File: src/rtl/fbdiv_pkg.sv
package fbdiv_pkg;

    // Default counter width, offset and smallest legal divisor
    localparam int FBD_CNT_W   = 14;
    localparam int FBD_OFFSET  = 856;
    localparam int FBD_MIN_DIV = 3;

    // Result of range evaluation on the requested divisor
    typedef enum logic [1:0] {
        RNG_OK   = 2'd0,
        RNG_LOW  = 2'd1,
        RNG_HIGH = 2'd2
    } rng_e;

endpackage

File: src/rtl/fbdiv_ratio_calc.sv
module fbdiv_ratio_calc
    import fbdiv_pkg::*;
#(
    parameter int CNT_W   = FBD_CNT_W,
    parameter int OFFSET  = FBD_OFFSET,
    parameter int MIN_DIV = FBD_MIN_DIV
) (
    input  logic [CNT_W-1:0] ratio_i,
    input  logic             tr_sel_i,
    output logic [CNT_W-1:0] div_m1_o,
    output rng_e             rng_o
);

    localparam int SUM_W = CNT_W + 1;
    localparam logic [SUM_W-1:0] MAX_S = SUM_W'((1 << CNT_W) - 1);
    localparam logic [SUM_W-1:0] MIN_S = SUM_W'(MIN_DIV);

    logic [SUM_W-1:0] off_add;
    logic [SUM_W-1:0] sum;
    logic [CNT_W-1:0] div;

    // The parameter picks whether an offset adder exists at all
    generate
        if (OFFSET == 0) begin : g_no_off
            assign off_add = '0;
        end else begin : g_off
            assign off_add = tr_sel_i ? '0 : SUM_W'(OFFSET);
        end
    endgenerate

    assign sum = {1'b0, ratio_i} + off_add;

    always_comb begin
        if (sum > MAX_S) begin
            div   = MAX_S[CNT_W-1:0];
            rng_o = RNG_HIGH;
        end else if (sum < MIN_S) begin
            div   = MIN_S[CNT_W-1:0];
            rng_o = RNG_LOW;
        end else begin
            div   = sum[CNT_W-1:0];
            rng_o = RNG_OK;
        end
        div_m1_o = div - 1'b1;
    end


    always_comb begin
        if (rng_o != RNG_OK) begin
            clamp_edge_chk: assert (div == MAX_S[CNT_W-1:0] || div == MIN_S[CNT_W-1:0]);
        end
    end

endmodule

File: src/rtl/fbdiv_counter.sv
module fbdiv_counter
    import fbdiv_pkg::*;
#(
    parameter int CNT_W = FBD_CNT_W
) (
    input  logic             clk,
    input  logic             rst_n,
    input  logic             in_en,
    input  logic [CNT_W-1:0] load_m1_i,
    input  logic             load_err_i,
    output logic             fv_o,
    output logic             err_o
);

    typedef struct packed {
        logic [CNT_W-1:0] cnt;
        logic             err;
        logic             fv;
    } cnt_state_t;

    cnt_state_t st_d, st_q;
    logic       term;

    assign term = in_en && (st_q.cnt == '0);

    always_comb begin
        st_d    = st_q;
        st_d.fv = 1'b0;
        if (!rst_n) begin
            st_d.cnt = load_m1_i;
            st_d.err = load_err_i;
        end else if (in_en) begin
            if (term) begin
                st_d.fv  = 1'b1;
                st_d.cnt = load_m1_i;
                st_d.err = load_err_i;
            end else begin
                st_d.cnt = st_q.cnt - 1'b1;
            end
        end
    end

    always_ff @(posedge clk) begin
        st_q <= st_d;
    end

    assign fv_o  = st_q.fv;
    assign err_o = st_q.err;


    fv_single_chk: assert property (@(posedge clk) disable iff (!rst_n)
        st_q.fv |=> !st_q.fv);


    fv_after_en_chk: assert property (@(posedge clk) disable iff (!rst_n)
        st_q.fv |-> $past(in_en));


    idle_hold_chk: assert property (@(posedge clk) disable iff (!rst_n)
        !in_en |=> $stable(st_q.cnt));


    err_hold_chk: assert property (@(posedge clk) disable iff (!rst_n)
        !term |=> $stable(st_q.err));

endmodule

File: src/rtl/offset_fbdiv.sv
module offset_fbdiv
    import fbdiv_pkg::*;
#(
    parameter int CNT_W   = FBD_CNT_W,
    parameter int OFFSET  = FBD_OFFSET,
    parameter int MIN_DIV = FBD_MIN_DIV
) (
    input  logic             clk,
    input  logic             rst_n,
    input  logic             in_en,
    input  logic [CNT_W-1:0] ratio_word,
    input  logic             tr_sel,
    output logic             fv_pulse,
    output logic             range_err
);

    logic [CNT_W-1:0] div_m1;
    rng_e             rng;

    fbdiv_ratio_calc #(
        .CNT_W  (CNT_W),
        .OFFSET (OFFSET),
        .MIN_DIV(MIN_DIV)
    ) u_calc (
        .ratio_i (ratio_word),
        .tr_sel_i(tr_sel),
        .div_m1_o(div_m1),
        .rng_o   (rng)
    );

    fbdiv_counter #(
        .CNT_W(CNT_W)
    ) u_cnt (
        .clk       (clk),
        .rst_n     (rst_n),
        .in_en     (in_en),
        .load_m1_i (div_m1),
        .load_err_i(rng != RNG_OK),
        .fv_o      (fv_pulse),
        .err_o     (range_err)
    );


    rst_quiet_chk: assert property (@(posedge clk)
        !rst_n |=> !fv_pulse);

endmodule

File: config.mk
export PLATFORM = sky130hd
export DESIGN_NAME = offset_fbdiv
export DESIGN_NICKNAME = d
export VERILOG_FILES = /design/src/rtl/fbdiv_pkg.sv /design/src/rtl/fbdiv_ratio_calc.sv /design/src/rtl/fbdiv_counter.sv /design/src/rtl/offset_fbdiv.sv
export SDC_FILE = /design/constraint.sdc
export NUM_CORES = 1
export LEC_CHECK = 0
export ABC_AREA = 1
export CAP_MARGIN = 10
export CORE_UTILIZATION = 58
export DETAILED_ROUTE_END_ITERATION = 12
export PLACE_DENSITY = 0.81
export SYNTH_ARGS = -nofsm -noshare
export SYNTH_HDL_FRONTEND = slang
export SYNTH_SLANG_ARGS = --single-unit
File: constraint.sdc
create_clock -name clk -period 4.2 [get_ports clk]
set_input_delay 1.26 -clock clk [delete_from_list [all_inputs] [get_ports clk]]
set_output_delay 1.26 -clock clk [all_outputs]
set_load 0.01 [all_outputs]
==> results summary <==
The flow ran to the end, and the final reports show no timing, DRC or antenna violations. The post-route minimum period is 3.97 ns. The register clock-pin slew on the reported worst setup and hold paths is 0.10 ns.

Across all hold checks on the routed design, the worst slack comes to 0.608 ns. The die footprint is 0.00376 mm2. Once the floorplan was initialized, standard cells occupied 60.8% of the core. STA puts the critical path data required time at 4.25 ns. The number of distinct library cell variants in the gate-level netlist after synthesis came out at 41. The number of cells on the critical path is 20. The detailed router placed 2012 vias in this run. The number of antenna violations at the first check in global routing is 0. In the post-synthesis netlist, the cell with the most instances is sky130_fd_sc_hd__nand2_1.

The post-synthesis compound-gate area fraction is 7.78%. The worst hold path stage count came out at 1. The share of synthesized area occupied by flip-flops and latches came out at 23.0%. The sort of element at the end of the critical path is a flop. Averaged over all synthesized cells, the footprint is 7.09 um2. The wire-length estimate of the detail-placed layout is 4170 um. The class of the most critical setup path is primary input to flop.

The startpoint of the worst setup timing path is tr_sel. Dividing the detail-routed wire length by the instance count gives 13.0 um. The floorplan step set the die width to 61.4 um. For the pin with the worst max-slew slack, the measured transition is 0.662 ns. The post-synth design cell area is 0.00204 mm2.

Summed over all cells, the static leakage comes to 0.00121 uW. The number of hold violations in the final report is 0. The antenna diode instance count came out at 0. The multiplexer share of the synthesized area came out at 0%.

The layout overhead on the synthesized area came out at 24.9%. The highest fanout seen on the critical path is 3. The worst setup path is launched from a primary input.

The final layout contains routed wiring with a total length of 4970 um. The number of synthesized register bits is 16. The post-detailed-route DRC marker count is 0.

In this run the critical register-to-register path is captured at u_cnt.st_q[6]. The number of buffer and inverter stages on the critical path came out at 4. For the worst setup path, the data arrival time is 4.02 ns. Setup repair after global routing left no endpoint under its margin. The number of global-route vias before repair came out at 1857.

The y dimension of the die is 61.4 um. For this design the ratio of total power to cell area is 234 mW/mm2. The adder-cell share of the synthesized area is 5.27%. The detailed-route vias per instance is 5.27. The cell taking the most area after synthesis is sky130_fd_sc_hd__edfxtp_1.

The post-synthesis async set-or-reset flop share is 0%. The number of buffers created by CTS is 3. The number of buffers added to fix hold violations after cts is 0. The proportion of layout cells with a drive suffix above 1 came out at 25.9%. The number of levels in the clock H-tree is 1.

Among all flip-flop cells after synthesis, the most frequent one is sky130_fd_sc_hd__edfxtp_1. The slack of the worst reg-to-reg path came out at 1.69 ns. For this run the aggregate overflow at the end of global routing stands at 0. The global-route wire length before repair came out at 7920 um.

After synthesis, the most frequently instantiated cells are sky130_fd_sc_hd__nand2_1 (72), sky130_fd_sc_hd__inv_1 (40), sky130_fd_sc_hd__nor2_1 (26). The number of pins with negative max-slew slack in the final report came to 0. The slowest stage of the critical path belongs to the cell sky130_fd_sc_hd__fa_2. The critical path's largest stage delay came out at 0.53 ns. The detailed-routing iteration count for the pre-antenna-repair pass is 4. On the critical path the largest part of the delay comes from adder cells.

The number of nets in the finished design came out at 363. The critical path goes through clkdlybuf4s50_1, inv_1, ha_1, inv_1, fa_2, nand2_1, a21oi_2, nand3_1, nor2_1, nand2_1, nor2_2, nand2_4, nand2_4, nor2_4, ha_1, nand2_2, inv_2, nand3_2, xor2_1, a21oi_1. The number of port buffers is 19. The maximum count of clock buffers along a single path is 2. The total nets after synthesis is 314. The final setup skew came out at 0.00606 ns. Summed over its instances, the top area cell type makes up 22.0% of the synthesized netlist area. Based on the critical path, the design can be clocked at up to 252 MHz.

Counting every instance in the synthesized netlist gives 288. The XOR/XNOR share of the synthesized area is 5.57%. Summing the areas of all and, or, nand and nor instances in the mapped netlist gives 49.1% of the synthesized area. The total of endpoints with negative setup slack in the final report is 0. TritonCTS built the clock tree.

The total negative slack came out at 0 ns. The core area is 0.00336 mm2. After synthesis, the largest family of logic cells by area is simple AND/OR/NAND/NOR gates. The insertion delay of the later-clocked pin in the worst-skew pair came out at 0.30 ns. The root buffer cell chosen for the clock tree is sky130_fd_sc_hd__clkbuf_4. The number of max-cap violations came out at 0. Counting flops with a built-in enable in the synthesized netlist gives 15. The number of top-level pins came out at 20. The number of standard-cell rows in the floorplan is 21. Headroom to the max-slew limit came out at 55.7%.

The length in cells of the worst reg-to-reg path is 13. The final weighted congestion in routability-driven placement came out at 0.931. The pin count of the biggest net entering global routing came out at 17. The number of sinks on the clock net came out at 16.

The iteration-0 DRC count of the detailed router is 108. The peak ir drop on the vdd network is 182 uV. The worst register-to-register path begins at u_cnt.st_q[2]. For this run, the number of Yosys warnings is 0. The final clock period utilization by the worst path is 94.4%. The overall global routing resource usage is 28.5%. The number of nets with antenna violations after routing came out at 0.

The path class of the tightest hold or removal check is flop to flop. The capture point of the critical path is u_cnt.st_q[12]. By area the synthesized netlist is led by sky130_fd_sc_hd__edfxtp_1 (22%), sky130_fd_sc_hd__nand2_1 (13%), sky130_fd_sc_hd__inv_1 (7.3%).
[kinds of logic after synthesis]
logic type	count (synthesis)
flops	16
fa+ha+maj	8
simple gates	176
compound gates	27
buf+inv	48
xor+xnor	13
[cells in the final DEF, fill, tap and decap left out, drive strengths merged, types with 3 or more instances in the layout]
| cell type | count |
|---|---|
| o21ai | 14 |
| nand3 | 28 |
| inv | 47 |
| nor2 | 42 |
| nand4 | 7 |
| clkbuf | 4 |
| nand2 | 86 |
| nor3 | 7 |
| xor2 | 10 |
| edfxtp | 15 |
| clkdlybuf4s50 | 19 |
| ha | 7 |
| buf | 26 |
| o22ai | 4 |
| xnor2 | 3 |
| a21oi | 5 |
[metal layers]
metal  global-route usage (%)  routed length, um
met5                        0                  0
met4                     8.57                 98
met3                     5.25                191
met2                     45.0               2250
met1                     39.7               2420
[area by class of cell]
cell class | count | area (um2)
clock buffer | 4 | 36.3
multi-input combinational | 224 | 1400
timing repair buffer | 45 | 398
tap | 46 | 57.6
fill | 289 | 811
inverter | 47 | 186
sequential | 16 | 470
[worst reg2reg max path: cells and delay by family, from the launching register on]
| kind | cells | cell delay (ns) |
|---|---|---|
| fa+ha+maj | 1 | 0.18 |
| flops | 1 | 0.40 |
| buf+inv | 4 | 0.33 |
| simple gates | 6 | 1.06 |
| compound gates | 2 | 0.28 |
[worst min path at each step]
| stage | from | end |
|---|---|---|
| 6_report | u_cnt.st_q[2] | u_cnt.st_q[2] |
| 5_1_grt | u_cnt.st_q[2] | u_cnt.st_q[2] |
| 4_1_cts | u_cnt.st_q[2] | u_cnt.st_q[2] |
| 3_5_place_dp | u_cnt.st_q[2] | u_cnt.st_q[2] |
| 3_3_place_gp | u_cnt.st_q[2] | u_cnt.st_q[2] |
| 2_1_floorplan | u_cnt.st_q[2] | u_cnt.st_q[2] |
[flip-flops by register name, summed over array words and instances, names as in the netlist]
signal and cells:
u_cnt.st_q 14, u_cnt.err_o 1, u_cnt.fv_o 1
[per-stage QoR]
step | area (um2) | util (%) | total power [uW] | cells | setup slack (ns)
after floorplan | 2040 | - | 392 | 288 | 0.427
after CTS | 2530 | 75.3 | 593 | 382 | 0.197
final | 2550 | 75.9 | 597 | 382 | 0.234
after detailed placement | 2490 | 74.2 | 488 | 378 | -0.122
after global placement | 2490 | 74.2 | 480 | 378 | -0.0279
after global routing | 2550 | 75.9 | 634 | 382 | 0.0232
[power breakdown]
group | internal (uW) | switching (uW)
sequential | 199 | 17.6
combinational | 118 | 155
clock | 52.9 | 52.9
total | 371 | 226
[timing repair]
| action | CTS | global route |
|---|---|---|
| setup endpoints to repair | 0 | 2 |
| buffers inserted | 0 | 0 |
| resized for setup | 0 | 4 |
No activity file was read; power rests on OpenSTA's default activity.
